File: src/rtl/wqd_pkg.sv
package wqd_pkg;

  // Write width codes; the value of each code is decoded by the lane count.
  typedef enum logic [1:0] {
    WID_X1  = 2'd0,
    WID_X2  = 2'd1,
    WID_X4  = 2'd2,
    WID_RSV = 2'd3
  } wid_e;

  // Number of 10-bit lanes a write word carries for a given code.
  function automatic int unsigned lanes_of(wid_e w);
    case (w)
      WID_X2:  return 2;
      WID_X4:  return 4;
      default: return 1;
    endcase
  endfunction

  // True when a queue holding 'used' entries out of 'depth' can take 'need' more.
  function automatic logic has_room(int unsigned used, int unsigned need,
                                    int unsigned depth);
    return (used + need) <= depth;
  endfunction

endpackage

File: src/rtl/wqd_cfg_latch.sv
module wqd_cfg_latch #(
  parameter int MAX_LANES = 4,
  localparam int LNW = $clog2(MAX_LANES + 1)
) (
  input  logic           clk,
  input  logic           rst_n,
  input  logic           cfg_bcast,
  input  logic [1:0]     cfg_width,
  output logic           bcast_q,
  output logic [LNW-1:0] nlanes_q
);
  import wqd_pkg::*;

  // Configuration follows the inputs only while reset is held.
  always_ff @(posedge clk) begin
    if (!rst_n) begin
      bcast_q  <= cfg_bcast;
      nlanes_q <= LNW'(lanes_of(wid_e'(cfg_width)));
    end
  end

endmodule

File: src/rtl/wqd_admit.sv
module wqd_admit #(
  parameter int NQ        = 4,
  parameter int DEPTH     = 8,
  parameter int MAX_LANES = 4,
  localparam int CW  = $clog2(DEPTH + 1),
  localparam int SW  = $clog2(NQ),
  localparam int LNW = $clog2(MAX_LANES + 1)
) (
  input  logic                   bcast,
  input  logic [LNW-1:0]         nlanes,
  input  logic                   wr_en,
  input  logic [SW-1:0]          wr_sel,
  input  logic [NQ-1:0]          q_prst,
  input  logic [NQ-1:0][CW-1:0]  q_used,
  output logic                   wr_ok,
  output logic [NQ-1:0]          q_push
);
  import wqd_pkg::*;

  logic [NQ-1:0] room;

  // Room per queue, taken from the level before any same-cycle pop.
  always_comb begin
    for (int q = 0; q < NQ; q++) begin
      room[q] = has_room(32'(q_used[q]), 32'(nlanes), DEPTH);
    end
  end

  always_comb begin
    if (bcast) begin
      wr_ok  = wr_en && (&room) && !(|q_prst);
      q_push = {NQ{wr_ok}};
    end else begin
      wr_ok  = wr_en && room[wr_sel] && !q_prst[wr_sel];
      q_push = '0;
      q_push[wr_sel] = wr_ok;
    end
  end

endmodule

File: src/rtl/wqd_queue.sv
// One queue that takes 1..MAX_LANES entries per push and gives one per pop.
// DEPTH must be a power of two and at least MAX_LANES.
module wqd_queue #(
  parameter int LANE_W    = 10,
  parameter int MAX_LANES = 4,
  parameter int DEPTH     = 8,
  localparam int AW  = $clog2(DEPTH),
  localparam int CW  = $clog2(DEPTH + 1),
  localparam int LNW = $clog2(MAX_LANES + 1),
  localparam int DW  = LANE_W * MAX_LANES
) (
  input  logic              clk,
  input  logic              rst_n,
  input  logic              prst,
  input  logic              push,
  input  logic [LNW-1:0]    nlanes,
  input  logic [DW-1:0]     din,
  input  logic              rd_en,
  output logic              pop,
  output logic [LANE_W-1:0] dout,
  output logic [CW-1:0]     used,
  output logic              full,
  output logic              empty
);

  logic [LANE_W-1:0] mem [DEPTH];
  logic [AW-1:0]     wp, rp;
  logic [CW-1:0]     add_n;

  assign empty = (used == '0);
  assign full  = (used == CW'(DEPTH));
  assign pop   = rd_en && !empty && !prst;
  assign add_n = push ? CW'(nlanes) : '0;
  assign dout  = mem[rp];

  // Lane k of a push lands k slots after the write pointer.
  always_ff @(posedge clk) begin
    if (push) begin
      for (int k = 0; k < MAX_LANES; k++) begin
        if (LNW'(k) < nlanes) begin
          mem[wp + AW'(k)] <= din[k*LANE_W +: LANE_W];
        end
      end
    end
  end

  always_ff @(posedge clk) begin
    if (!rst_n || prst) begin
      wp   <= '0;
      rp   <= '0;
      used <= '0;
    end else begin
      wp   <= wp + AW'(add_n);
      rp   <= rp + AW'(pop);
      used <= used + add_n - CW'(pop);
    end
  end

endmodule

File: src/rtl/wq_fanout_dist.sv
module wq_fanout_dist #(
  parameter int NQ        = 4,
  parameter int LANE_W    = 10,
  parameter int MAX_LANES = 4,
  parameter int DEPTH     = 16,
  localparam int CW  = $clog2(DEPTH + 1),
  localparam int SW  = $clog2(NQ),
  localparam int LNW = $clog2(MAX_LANES + 1),
  localparam int DW  = LANE_W * MAX_LANES
) (
  input  logic                 clk,
  input  logic                 rst_n,
  input  logic                 cfg_bcast,
  input  logic [1:0]           cfg_width,
  input  logic                 wr_en,
  input  logic [SW-1:0]        wr_sel,
  input  logic [DW-1:0]        wr_data,
  output logic                 wr_ok,
  input  logic [NQ-1:0]        q_prst,
  input  logic [NQ-1:0]        rd_en,
  output logic [NQ*LANE_W-1:0] rd_data,
  output logic [NQ-1:0]        q_full,
  output logic [NQ-1:0]        q_empty,
  output logic                 sel_full,
  output logic                 sel_empty
);

  // Named internal events, visible to the bound checker.
  logic                  bcast_q;
  logic [LNW-1:0]        nlanes_q;
  logic [NQ-1:0]         q_push;
  logic [NQ-1:0]         q_pop;
  logic [NQ-1:0][CW-1:0] q_used;

  wqd_cfg_latch #(.MAX_LANES(MAX_LANES)) u_cfg (
    .clk       (clk),
    .rst_n     (rst_n),
    .cfg_bcast (cfg_bcast),
    .cfg_width (cfg_width),
    .bcast_q   (bcast_q),
    .nlanes_q  (nlanes_q)
  );

  wqd_admit #(.NQ(NQ), .DEPTH(DEPTH), .MAX_LANES(MAX_LANES)) u_admit (
    .bcast  (bcast_q),
    .nlanes (nlanes_q),
    .wr_en  (wr_en),
    .wr_sel (wr_sel),
    .q_prst (q_prst),
    .q_used (q_used),
    .wr_ok  (wr_ok),
    .q_push (q_push)
  );

  for (genvar q = 0; q < NQ; q++) begin : g_q
    wqd_queue #(.LANE_W(LANE_W), .MAX_LANES(MAX_LANES), .DEPTH(DEPTH)) u_queue (
      .clk    (clk),
      .rst_n  (rst_n),
      .prst   (q_prst[q]),
      .push   (q_push[q]),
      .nlanes (nlanes_q),
      .din    (wr_data),
      .rd_en  (rd_en[q]),
      .pop    (q_pop[q]),
      .dout   (rd_data[q*LANE_W +: LANE_W]),
      .used   (q_used[q]),
      .full   (q_full[q]),
      .empty  (q_empty[q])
    );
  end

  assign sel_full  = q_full[wr_sel];
  assign sel_empty = q_empty[wr_sel];

endmodule

File: config.mk
export PLATFORM = sky130hd
export DESIGN_NAME = wq_fanout_dist
export DESIGN_NICKNAME = d
export VERILOG_FILES = /design/src/rtl/wqd_pkg.sv /design/src/rtl/wqd_cfg_latch.sv /design/src/rtl/wqd_admit.sv /design/src/rtl/wqd_queue.sv /design/src/rtl/wq_fanout_dist.sv
export SDC_FILE = /design/constraint.sdc
export NUM_CORES = 2
export LEC_CHECK = 0
export BUFFER_PORTS_ARGS = -buffer_cell sky130_fd_sc_hd__buf_2
export CAP_MARGIN = 5
export CORE_AREA = 3 3 536 325
export CTS_CLUSTER_SIZE = 12
export DETAILED_ROUTE_END_ITERATION = 16
export DIE_AREA = 0 0 539 328
export GPL_ROUTABILITY_DRIVEN = 0
export GPL_TIMING_DRIVEN = 1
export SLEW_MARGIN = 15
export SYNTH_ARGS = -nofsm -noshare
export SYNTH_HDL_FRONTEND = slang
export SYNTH_SLANG_ARGS = --single-unit
File: constraint.sdc
create_clock -name clk -period 7.43 [get_ports clk]
set_clock_uncertainty 0.15 [all_clocks]
set_input_delay 2.229 -clock clk [delete_from_list [all_inputs] [get_ports clk]]
set_output_delay 2.229 -clock clk [all_outputs]
set_load 0.01 [all_outputs]
==> key figures <==
Logic synthesis
  • Top cell type's share of synthesized area: about two fifths
  • Mapped Area: between 50,000 and 60,000 um^2
  • Seq/Total Area, Yosys: between 40% and 50%
  • Ranking of synthesized cells by area: edfxtp_1, mux4_2, mux2i_1
  • Largest area contributor in the netlist: edfxtp_1
  • Mapped Cells: between 5,000 and 6,000
  • Distinct cell type count after synthesis: 80
  • Mapped Nets: around 5,300
  • Number of flops mapped to enable cells by yosys: approximately 640
  • Top-count cell post-synth: edfxtp_1
  • Synth Area per Inst: slightly below 10 um^2
  • Syn. warnings: 0
  • Flops & latches, synth: between 600 and 700
  • Synth top cells by count: edfxtp_1, clkbuf_1, nand2_1
  • Synth Flop Type: edfxtp_1
  • Synth async-reset ratio: 0%

STA
  • Hold_ws: between 500 and 600 ps
  • Max_slew headroom: a little over an eighth
  • Final hold vios: 0
  • RSZ-0062 raised after global routing: false
  • Final min period: around 6500 ps
  • Final setup fails: 0
  • Final period util: just under 90%
  • Fin. max-slew vios: 0
  • Setup TNS: 0 ps
  • Slew @ Worst Pin: around 1300 ps
  • Fmax: 0.153 GHz

Drt
  • DR vias/cell: 6.64
  • Drt wl/cell: 32.3 um
  • Final ANT Viol Nets: 0
  • Length of the first detailed-routing pass in iterations: 10
  • Vias: roughly 48,000
  • DRT Wirelength: 234 mm
  • Post-route DRC: 0
  • Starting DRT DRC Count: slightly above 9,000

Placed design
  • Port Buffers: about 110
  • Final HPWL DP: approximately 150 mm

Worst setup path
  • Crit path max-delay family: simple AND/OR/NAND/NOR gates
  • Setup crit start: q_prst[1]
  • Arrival @ worst endpoint: around 4100 ps
  • R2R Path Start: u_cfg.nlanes_q[1]
  • Crit path launch type: input port
  • CP most frequent cell: buf_2
  • Critical Path Slowest Stage Cell: or4b_1
  • Crit-path max FO: 5
  • WS Path Type: input port to output pin
  • Critical path cell sequence: buf_2 -> or4b_1 -> nor4_1 -> nand3_1 -> o31ai_1 -> buf_2
  • Worst path bufs/invs: 2
  • Crit-path max cell delay: between 500 and 600 ps
  • Crit. End Element: output pin
  • Worst EP required: about 5000 ps

Power and ir drop
  • Max VDD drop: between 0.1 and 0.15 mV
  • Seq pwr share: around 44%
  • Pint: 6.90 mW
  • Leak: around 19 nW
  • Sw power: approximately 3 mW
  • Combinational power share: a little under a fifth
  • Clock power share: a little under two fifths
  • Pwr per Cell Area: 180 nW/um^2
  • Sw Share: approximately 31%

Clocking
  • Clk buf depth: 3
  • CTS tree: built
  • Setup repair bufs after CTS: 0
  • H-tree levels: 3
  • TritonCTS Buffers: between 70 and 80
  • Clock Latency Late Sink: just under 700 ps
  • Clk root buf: clkbuf_16
  • Worst-path clk slew: 70 ps
  • Clock sinks: 696
  • Post-CTS sizing: 0
  • Hold buffer count at cts: 0

Die
  • Die area: around 180,000 um^2
  • # rows: 117
  • Core Region: around 170,000 um^2
  • Starting Density: ~30%
  • I/O pins: around 110
  • Die width: 539 um
  • DIE HEIGHT: 328 um

Cells and area
  • NumNets Final: 5,067
  • Area grow syn2layout: 9.44%
  • Fin util: between 30 and 40%
  • Fraction of layout cells with a size suffix above 1: about 17%

Global routing
  • Number of global-route vias before repair: between 40,000 and 50,000
  • Initial antenna violation count: 22
  • Global-route wire length before repair: 329 mm
  • Gr usage total: between 20 and 30%
  • Overflow after GRT: 0
  • Largest net degree at the start of global routing: between 40 and 50

Run
  • Maxcap violations: 0

Worst hold path
  • Min-delay src: g_q[3].u_queue.used[3]
  • HP Class: flop to flop

Status
  • Status: complete, no violations
==> power by group through the flow <==
stage	clock network [mW]	registers (mW)	logic, mW
3_3_place_gp	0	4.49	1.74
5_1_grt	3.86	4.41	1.91
3_5_place_dp	0	4.49	1.75
4_1_cts	3.72	4.40	1.76
2_1_floorplan	0	4.44	1.10
6_report	3.72	4.41	1.85
==> through the flow <==
stage,std cells,setup slack (ps),instance area [um^2],power (mW)
5_1_grt,7233,799,55500,10.2
6_report,7236,908,55500,9.98
4_1_cts,7232,906,55500,9.88
2_1_floorplan,5196,1490,50800,5.55
3_3_place_gp,7110,858,53300,6.23
3_5_place_dp,7110,778,53300,6.24
==> routing by layer <==
| metal | GRT usage [%] | wire length, um | vias up |
|---|---|---|---|
| met5 | 0.271 | 167 | - |
| met4 | 9.71 | 11000 | 14 |
| met3 | 12.7 | 45700 | 861 |
| met2 | 32.5 | 86800 | 4773 |
| met1 | 35.4 | 90000 | 23082 |
| li1 | - | - | 19313 |
==> logic make-up after synthesis <==
logic type               after synthesis  share of synthesized area, %
buffers and inverters                736                          5.71
multiplexers                         668                          18.5
adder cells (fa/ha/maj)               86                          2.30
AND/OR/NAND/NOR                     1471                          13.7
XOR/XNOR                              52                         0.897
AO/OA/AOI/OAI                       1487                          18.8
flip-flops                           696                          40.2
==> sequential cells by signal, indices dropped and copies added (netlist names) <==
signal	cells
g_q.u_queue.mem	640
g_q.u_queue.rp	16
g_q.u_queue.used	20
g_q.u_queue.wp	16
u_cfg.bcast_q	1
u_cfg.nlanes_q	3
==> final timing paths <==
check | cells past startpoint | slack (ps) | end
worst max-delay path | 6 | 910 | wr_ok
worst max register to register | 9 | 1570 | g_q[0].u_queue.mem[0][2]
worst min register to register | 3 | 510 | g_q[3].u_queue.used[4]
worst min-delay path | 3 | 510 | g_q[3].u_queue.used[4]
==> placed cells by master, fill, tap and decap left out, drive strengths merged, types with 146 or more instances in the layout <==
master	synthesis	routed
edfxtp	644	644
nand2	476	476
nor2	381	381
o21ai	362	362
mux2i	337	337
buf	142	308
o22ai	305	305
a21oi	237	237
a211oi	214	214
mux4	203	203
nor3	198	198
a21o	146	146
==> layout make-up <==
class | count | area [um^2]
fillers | 17087 | 114000
multi-input cells | 3764 | 27700
flip-flops and latches | 696 | 20400
well taps | 2261 | 2830
repair buffers | 308 | 2120
clock buffers | 97 | 1990
inverters | 81 | 304
clock inverters | 25 | 238
diodes | 4 | 10.0
==> worst register-to-register path: stages (launching register included) <==
cell and delay [ps]:
edfxtp_1 830, buf_4 340, fa_1 450, a2111oi_0 400, a211o_1 210, and3_1 660
a21oi_1 320, nor4_1 810, nand2_1 710, nand3_1 630
No activity file was read; power rests on OpenSTA's default activity.
